$ cat config.mk
export PLATFORM = sky130hd
export DESIGN_NAME = ide_pio_cyclegen
export DESIGN_NICKNAME = d
export VERILOG_FILES = /design/src/rtl/ide_pio_pkg.sv /design/src/rtl/pio_cfg_regs.sv /design/src/rtl/pio_bank_select.sv /design/src/rtl/pio_cycle_fsm.sv /design/src/rtl/ide_pio_cyclegen.sv
export SDC_FILE = /design/constraint.sdc
export NUM_CORES = 1
export LEC_CHECK = 0
export ABC_AREA = 1
export BUFFER_PORTS_ARGS = -buffer_cell sky130_fd_sc_hd__buf_2
export CELL_PAD_IN_SITES_DETAIL_PLACEMENT = 0
export CELL_PAD_IN_SITES_GLOBAL_PLACEMENT = 1
export CORE_MARGIN = 5
export CORE_UTILIZATION = 35
export DETAILED_ROUTE_END_ITERATION = 8
export PLACE_DENSITY_LB_ADDON = 0.1
export SETUP_SLACK_MARGIN = 0.02
export SYNTH_ARGS = -nofsm -noshare
export SYNTH_HDL_FRONTEND = slang
export SYNTH_SLANG_ARGS = --single-unit
$ cat constraint.sdc
create_clock -name clk -period 1.3 [get_ports clk]
set_clock_uncertainty 0.1 [all_clocks]
set_input_delay 0.26 -clock clk [delete_from_list [all_inputs] [get_ports clk]]
set_output_delay 0.26 -clock clk [all_outputs]
set_load 0.005 [all_outputs]
$ cat src/rtl/ide_pio_pkg.sv
package ide_pio_pkg;

    localparam int IDX_W = 3;
    localparam logic [IDX_W-1:0] IDX_RD_CYC  = 3'd0;
    localparam logic [IDX_W-1:0] IDX_WR_CYC  = 3'd1;
    localparam logic [IDX_W-1:0] IDX_CTRL    = 3'd3;
    localparam logic [IDX_W-1:0] IDX_MISC    = 3'd6;

    // One timing byte: active length minus 1, recovery length minus 2
    typedef struct packed {
        logic [3:0] act_m1;
        logic [3:0] rec_m2;
    } cyc_byte_t;

    // Timing selected for one cycle
    typedef struct packed {
        logic [1:0] setup_m1;
        logic [3:0] act_m1;
        logic [3:0] rec_m2;
    } cyc_timing_t;

    typedef enum logic [2:0] {
        PH_IDLE,
        PH_SETUP,
        PH_ACTIVE,
        PH_RECOV,
        PH_DONE
    } phase_e;

    // Counter load value for recovery: (rec_m2 + 2) - 1
    function automatic logic [4:0] rec_load(input logic [3:0] rec_m2);
        return {1'b0, rec_m2} + 5'd1;
    endfunction

endpackage

$ cat src/rtl/pio_cfg_regs.sv
module pio_cfg_regs
    import ide_pio_pkg::*;
#(
    parameter int NUM_BANKS = 2,
    localparam int BANK_W = (NUM_BANKS > 1) ? $clog2(NUM_BANKS) : 1
) (
    input  logic             clk,
    input  logic             rst,
    input  logic             cfg_we,
    input  logic [IDX_W-1:0] cfg_idx,
    input  logic [7:0]       cfg_wdata,
    output cyc_byte_t        rd_byte [NUM_BANKS],
    output cyc_byte_t        wr_byte [NUM_BANKS],
    output logic             map_en,
    output logic [1:0]       setup_m1,
    output logic [1:0]       drdy_m2,
    output logic             prefetch
);

    logic [BANK_W-1:0] bank_ptr_q;

    // Shared miscellaneous fields and bank pointer
    always_ff @(posedge clk) begin
        if (rst) begin
            bank_ptr_q <= '0;
            setup_m1   <= '0;
            drdy_m2    <= '0;
            prefetch   <= 1'b0;
        end else if (cfg_we && cfg_idx == IDX_MISC) begin
            bank_ptr_q <= cfg_wdata[BANK_W-1:0];
            setup_m1   <= cfg_wdata[5:4];
            drdy_m2    <= cfg_wdata[2:1];
            prefetch   <= cfg_wdata[6];
        end
    end

    // Drive-to-bank mapping enable
    always_ff @(posedge clk) begin
        if (rst) begin
            map_en <= 1'b0;
        end else if (cfg_we && cfg_idx == IDX_CTRL) begin
            map_en <= cfg_wdata[0];
        end
    end

    // One read and one write timing byte per bank
    for (genvar b = 0; b < NUM_BANKS; b++) begin : g_bank
        logic bank_hit;
        assign bank_hit = cfg_we && (bank_ptr_q == BANK_W'(b));

        always_ff @(posedge clk) begin
            if (rst) begin
                rd_byte[b] <= '0;
                wr_byte[b] <= '0;
            end else if (bank_hit) begin
                if (cfg_idx == IDX_RD_CYC) rd_byte[b] <= cyc_byte_t'(cfg_wdata);
                if (cfg_idx == IDX_WR_CYC) wr_byte[b] <= cyc_byte_t'(cfg_wdata);
            end
        end
    end

endmodule

$ cat src/rtl/pio_bank_select.sv
module pio_bank_select
    import ide_pio_pkg::*;
#(
    parameter int NUM_BANKS = 2,
    localparam int BANK_W = (NUM_BANKS > 1) ? $clog2(NUM_BANKS) : 1
) (
    input  cyc_byte_t   rd_byte [NUM_BANKS],
    input  cyc_byte_t   wr_byte [NUM_BANKS],
    input  logic        map_en,
    input  logic [1:0]  setup_m1,
    input  logic        req_write,
    input  logic        req_drive,
    output cyc_timing_t timing
);

    logic [BANK_W-1:0] bank;
    cyc_byte_t         pick;

    always_comb begin
        bank = map_en ? BANK_W'(req_drive) : '0;
        pick = req_write ? wr_byte[bank] : rd_byte[bank];
        timing.setup_m1 = setup_m1;
        timing.act_m1   = pick.act_m1;
        timing.rec_m2   = pick.rec_m2;
    end

endmodule

$ cat src/rtl/pio_cycle_fsm.sv
module pio_cycle_fsm
    import ide_pio_pkg::*;
#(
    parameter int CNT_W = 5
) (
    input  logic        clk,
    input  logic        rst,
    input  logic        req_valid,
    input  logic        req_write,
    input  cyc_timing_t timing,
    output logic        busy,
    output logic        done,
    output logic        addr_valid,
    output logic        dior_n,
    output logic        diow_n
);

    phase_e            phase_q;
    logic [CNT_W-1:0]  cnt_q;
    cyc_timing_t       tim_q;
    logic              wr_q;
    logic              accept;
    logic              cnt_zero;

    assign accept   = req_valid && (phase_q == PH_IDLE || phase_q == PH_DONE);
    assign cnt_zero = (cnt_q == '0);

    always_ff @(posedge clk) begin
        if (rst) begin
            phase_q <= PH_IDLE;
            cnt_q   <= '0;
            tim_q   <= '0;
            wr_q    <= 1'b0;
        end else begin
            unique case (phase_q)
                PH_IDLE, PH_DONE: begin
                    if (accept) begin
                        phase_q <= PH_SETUP;
                        cnt_q   <= CNT_W'(timing.setup_m1);
                        tim_q   <= timing;
                        wr_q    <= req_write;
                    end else begin
                        phase_q <= PH_IDLE;
                    end
                end
                PH_SETUP: begin
                    if (cnt_zero) begin
                        phase_q <= PH_ACTIVE;
                        cnt_q   <= CNT_W'(tim_q.act_m1);
                    end else begin
                        cnt_q <= cnt_q - CNT_W'(1);
                    end
                end
                PH_ACTIVE: begin
                    if (cnt_zero) begin
                        phase_q <= PH_RECOV;
                        cnt_q   <= CNT_W'(rec_load(tim_q.rec_m2));
                    end else begin
                        cnt_q <= cnt_q - CNT_W'(1);
                    end
                end
                PH_RECOV: begin
                    if (cnt_zero) begin
                        phase_q <= PH_DONE;
                    end else begin
                        cnt_q <= cnt_q - CNT_W'(1);
                    end
                end
                default: phase_q <= PH_IDLE;
            endcase
        end
    end

    always_comb begin
        busy       = (phase_q == PH_SETUP) || (phase_q == PH_ACTIVE) || (phase_q == PH_RECOV);
        done       = (phase_q == PH_DONE);
        addr_valid = (phase_q == PH_SETUP) || (phase_q == PH_ACTIVE);
        dior_n     = !((phase_q == PH_ACTIVE) && !wr_q);
        diow_n     = !((phase_q == PH_ACTIVE) && wr_q);
    end

endmodule

$ cat src/rtl/ide_pio_cyclegen.sv
module ide_pio_cyclegen
    import ide_pio_pkg::*;
#(
    parameter int NUM_BANKS = 2,
    parameter int CNT_W     = 5
) (
    input  logic             clk,
    input  logic             rst,
    input  logic             cfg_we,
    input  logic [IDX_W-1:0] cfg_idx,
    input  logic [7:0]       cfg_wdata,
    input  logic             req_valid,
    input  logic             req_write,
    input  logic             req_drive,
    output logic             busy,
    output logic             done,
    output logic             addr_valid,
    output logic             dior_n,
    output logic             diow_n,
    output logic             prefetch_en,
    output logic [2:0]       drdy_clks
);

    cyc_byte_t   rd_byte [NUM_BANKS];
    cyc_byte_t   wr_byte [NUM_BANKS];
    logic        map_en;
    logic [1:0]  setup_m1;
    logic [1:0]  drdy_m2;
    cyc_timing_t timing;

    pio_cfg_regs #(.NUM_BANKS(NUM_BANKS)) i_regs (
        .clk       (clk),
        .rst       (rst),
        .cfg_we    (cfg_we),
        .cfg_idx   (cfg_idx),
        .cfg_wdata (cfg_wdata),
        .rd_byte   (rd_byte),
        .wr_byte   (wr_byte),
        .map_en    (map_en),
        .setup_m1  (setup_m1),
        .drdy_m2   (drdy_m2),
        .prefetch  (prefetch_en)
    );

    pio_bank_select #(.NUM_BANKS(NUM_BANKS)) i_sel (
        .rd_byte   (rd_byte),
        .wr_byte   (wr_byte),
        .map_en    (map_en),
        .setup_m1  (setup_m1),
        .req_write (req_write),
        .req_drive (req_drive),
        .timing    (timing)
    );

    pio_cycle_fsm #(.CNT_W(CNT_W)) i_fsm (
        .clk        (clk),
        .rst        (rst),
        .req_valid  (req_valid),
        .req_write  (req_write),
        .timing     (timing),
        .busy       (busy),
        .done       (done),
        .addr_valid (addr_valid),
        .dior_n     (dior_n),
        .diow_n     (diow_n)
    );

    assign drdy_clks = {1'b0, drdy_m2} + 3'd2;

endmodule

==> qor.log <==
[clock_network] H-tree depth 2
[clock_network] clock tree from TritonCTS built
[drt] overall via count from detail_route 2500
[place] RD Place Congestion 0.781
[power] internal power 4.05 mW
[sta] Worst Slack Setup Final -0.308 ns
[drt] met3 wire len 188 um
[floorplanning] total die area 9140 sq um
[drt] routed length on met1 3570 um
[sta] relative max-transition margin 72.6%
[sta] setup repair after global routing missed its margin true
[floorplanning] number of ports placed on the die boundary 26
[clock_network] clock net sink count 56
[cells_and_area] commonest cells after routing, fill and taps aside sky130_fd_sc_hd__dfxtp_1, sky130_fd_sc_hd__inv_1, sky130_fd_sc_hd__o21ai_0
[global_route] number of global-route vias before repair 2399
[global_route] overall global routing resource usage 16.9%
[synthesis] unique cell type count in the Yosys netlist 26
[drt] 1st-iter DRT viols 118
[power] leakage component of the power 1.52 nW
[status] status complete, but fails checks
[floorplanning] die height 95.6 um
[floorplanning] Placeable Area 7210 sq um
[clock_network] post-CTS clock slew at the launch and capture registers of the worst setup and hold paths 0.10 ns
[min_path] Hold Crit Start rst
[worst_setup_path] startpoint of the worst-slack reg-to-reg timing path i_fsm.phase_q[1]
[clock_network] number of buffers inserted during clock tree synthesis 5
[synthesis] post-synthesis register bit count 56
[worst_setup_path] kind of end point of the critical path primary output
[clock_network] worst skew pair latency 0.31 ns
[place] # port buffers 25
[worst_setup_path] startpoint of the most critical setup path i_fsm.phase_q[1]
[synthesis] Yosys warning total 0
[cells_and_area] share of layout cells above drive strength 1 32.6%
[floorplanning] starting density of the core 35.6%
[sta] Final Setup Violations 12
[drt] detailed route wirelength on metal2 3280 um
[cells_and_area] multi-input gate area in the final layout 1370 sq um
[floorplanning] Cell Rows 31
[cells_and_area] antenna diode instance count 0
[drt] number of detailed-routing iterations run before antenna repair 4
[sta] setup tns final -1.92 ns
[synthesis] post-synthesis net count 381
[global_route] pin count of the biggest net entering global routing 53
[power] combinational share of power 49.9%
[power] IR drop worst, VDD 0.536 mV
[global_route] number of antenna violations at the first check in global routing 0
[status] violated checks negative setup slack
[worst_setup_path] worst endpoint data arrival time 1.25 ns
[min_path] classification of the worst-slack hold path in -> reg
[drt] routed length per placed instance 13.4 um
[cells_and_area] area overhead of the layout relative to synthesis 39.3%
[sta] measured slew at the worst slew-check pin 0.410 ns
[floorplanning] Chip Width 95.6 um
[clock_network] root buffer cell sky130_fd_sc_hd__clkbuf_8
[power] sequential group share of total power 32.2%
[sta] Max Fclk 0.622 GHz
[drt] wire length after detailed routing 7120 um
[worst_setup_path] Worst EP required 0.94 ns
[drt] DRC violation count after routing 0
[place] half-perimeter wire length of the detailed placement result 4840 um
[cells_and_area] most common cell after layout, fill and taps aside sky130_fd_sc_hd__dfxtp_1
[power] clock power share 17.9%
[synthesis] share of synthesized area occupied by flip-flops and latches 43.7%
[worst_setup_path] WS Path Type reg -> out
[power] total power per unit cell area 1790 nW/um^2
[drt] number of nets still failing antenna checks after routing 0
[sta] time the final worst path needs with I/O delays and setup 1.61 ns
[sta] final hold violations 0
[worst_setup_path] startpoint class of the critical path register
[synthesis] average size of a mapped cell 7.09 sq um
[worst_setup_path] Critical Path Max Stage Delay 0.41 ns
[drt] vias per std cell 4.71
[sta] final count of pins violating max slew 0
[worst_setup_path] worst path cell trace inv_4 -> nor2_4 -> nand2_2 -> or2_4 -> buf_6
[power] switching power total 2.35 mW
[synthesis] Mapped Area 2570 sq um
[synthesis] Mapped Cells 362
[cells_and_area] sequential standard cell area 1140 sq um
[drt] top routing layer in use met4
[worst_setup_path] Max stage delay cell, worst path sky130_fd_sc_hd__dfxtp_4
[place] Place WS -0.139 ns
[worst_setup_path] Crit Path Max Fanout 5
[cells_and_area] Final Instance Count excl. Fillers 531
[power] Switching Fraction 36.7%
[sta] share of the clock period used by the worst path 124%
[clock_network] cts hold-fix bufs 0
[clock_network] buffer depth of the longest clock path 2
[global_route] total overflow reported by the global router 0
[cells_and_area] number of nets at the end of the flow 450
[run] max cap viols 0
[place] Cell Count Post-Placement 509
[cells_and_area] fill cell total of the finished layout 751
[global_route] first-pass GRT wire length 12000 um
[cells by family (layout without fill, tap and decap cells)]
family	count (synthesis)	count (layout)	share of synthesized area (%)
simple gates	123	123	20.7
compound gates	109	109	22.9
buf+inv	69	139	10.7
flops	56	56	43.7
xor+xnor	3	3	1.02
fa+ha+maj	2	2	0.975
[synthesized netlist by cell type]
master	count	share of area (%)
sky130_fd_sc_hd__or2_2	2	0.49
sky130_fd_sc_hd__nand2_1	46	6.7
sky130_fd_sc_hd__dfxtp_1	56	44
sky130_fd_sc_hd__clkbuf_1	8	1.2
sky130_fd_sc_hd__nand4_1	1	0.24
sky130_fd_sc_hd__buf_1	1	0.15
sky130_fd_sc_hd__nand2_2	2	0.49
sky130_fd_sc_hd__nor2_2	3	0.73
sky130_fd_sc_hd__buf_2	5	0.97
sky130_fd_sc_hd__o211ai_1	16	4.7
sky130_fd_sc_hd__ha_1	2	0.97
sky130_fd_sc_hd__nor2_1	42	6.1
sky130_fd_sc_hd__o21ai_0	50	9.8
sky130_fd_sc_hd__nand3_2	1	0.39
sky130_fd_sc_hd__xnor2_1	2	0.68
sky130_fd_sc_hd__a21oi_1	42	8.2
sky130_fd_sc_hd__buf_6	1	0.44
sky130_fd_sc_hd__nor2_4	1	0.44
sky130_fd_sc_hd__o21a_1	1	0.29
sky130_fd_sc_hd__xor2_1	1	0.34
sky130_fd_sc_hd__clkinv_2	1	0.19
sky130_fd_sc_hd__nor3_2	1	0.39
sky130_fd_sc_hd__nand3_1	21	4.1
sky130_fd_sc_hd__inv_1	50	7.3
sky130_fd_sc_hd__nor3_1	3	0.58
sky130_fd_sc_hd__inv_2	3	0.44
[layer usage]
metal,vias up,global-route usage [%]
met5,-,0
met4,0,4.03
met1,1141,23.1
met2,31,27.6
li1,1320,-
met3,8,2.84
[critical path, delay by kind of cell (launching register included)]
kind / cells / cell delay (ns)
flip-flops: 1 / 0.41
AND/OR/NAND/NOR: 3 / 0.37
buffers and inverters: 2 / 0.16
[flip-flops by register name (all words and copies together) (netlist names)]
register           flops
i_regs.bank_ptr_q      1
i_fsm.tim_q            8
i_regs.rd_byte        16
i_fsm.cnt_q            5
i_regs.prefetch        1
i_regs.setup_m1        2
i_regs.wr_byte        16
i_fsm.phase_q          3
i_fsm.wr_q             1
i_regs.map_en          1
i_regs.drdy_m2         2
[through the flow]
step | cell area [sq um] | util [%] | hold slack (ns) | total power, mW
6_report | 3570 | 49.5 | 0.0831 | 6.40
5_1_grt | 3570 | 49.5 | 0.0836 | 6.87
4_1_cts | 3470 | 48.1 | 0.0808 | 6.18
3_5_place_dp | 3100 | 42.9 | 0.339 | 4.35
3_3_place_gp | 3100 | 42.9 | 0.335 | 4.34
2_1_floorplan | 2610 | - | 0.229 | 3.42
[power by group through the flow]
stage	logic, mW	registers [mW]	clock network [mW]
floorplan	1.37	2.05	0
global placement	2.27	2.08	0
detailed placement	2.27	2.08	0
CTS	2.95	2.05	1.18
global route	3.52	2.09	1.26
finish	3.20	2.06	1.14
[worst paths after layout]
kind                       end  slack (ns)  cells past startpoint
max                     dior_n       -0.31                      5
min           i_fsm.phase_q[2]        0.08                      2
max reg2reg     i_fsm.cnt_q[1]       -0.14                      8
min reg2reg  i_regs.wr_byte[7]        0.35                      2
[cell type report]
class	instances	share of cell area (%)
clock buffer	6	2.03
tap	99	3.47
timing repair inverter	1	0.245
inverter	54	6.16
timing repair buffer	76	16.9
clock inverter	2	0.980
multi-input combinational	237	38.4
sequential	56	31.8
[repair_timing]
action | in CTS | in global routing
hold endpoints to repair | 0 | 0
gates resized for setup | 51 | 31
gates cloned | 2 | 0
buffers inserted | 10 | 3
pin swaps | 8 | 10
endpoints found under the setup margin | 22 | 42
No activity file was read; power rests on OpenSTA's default activity.
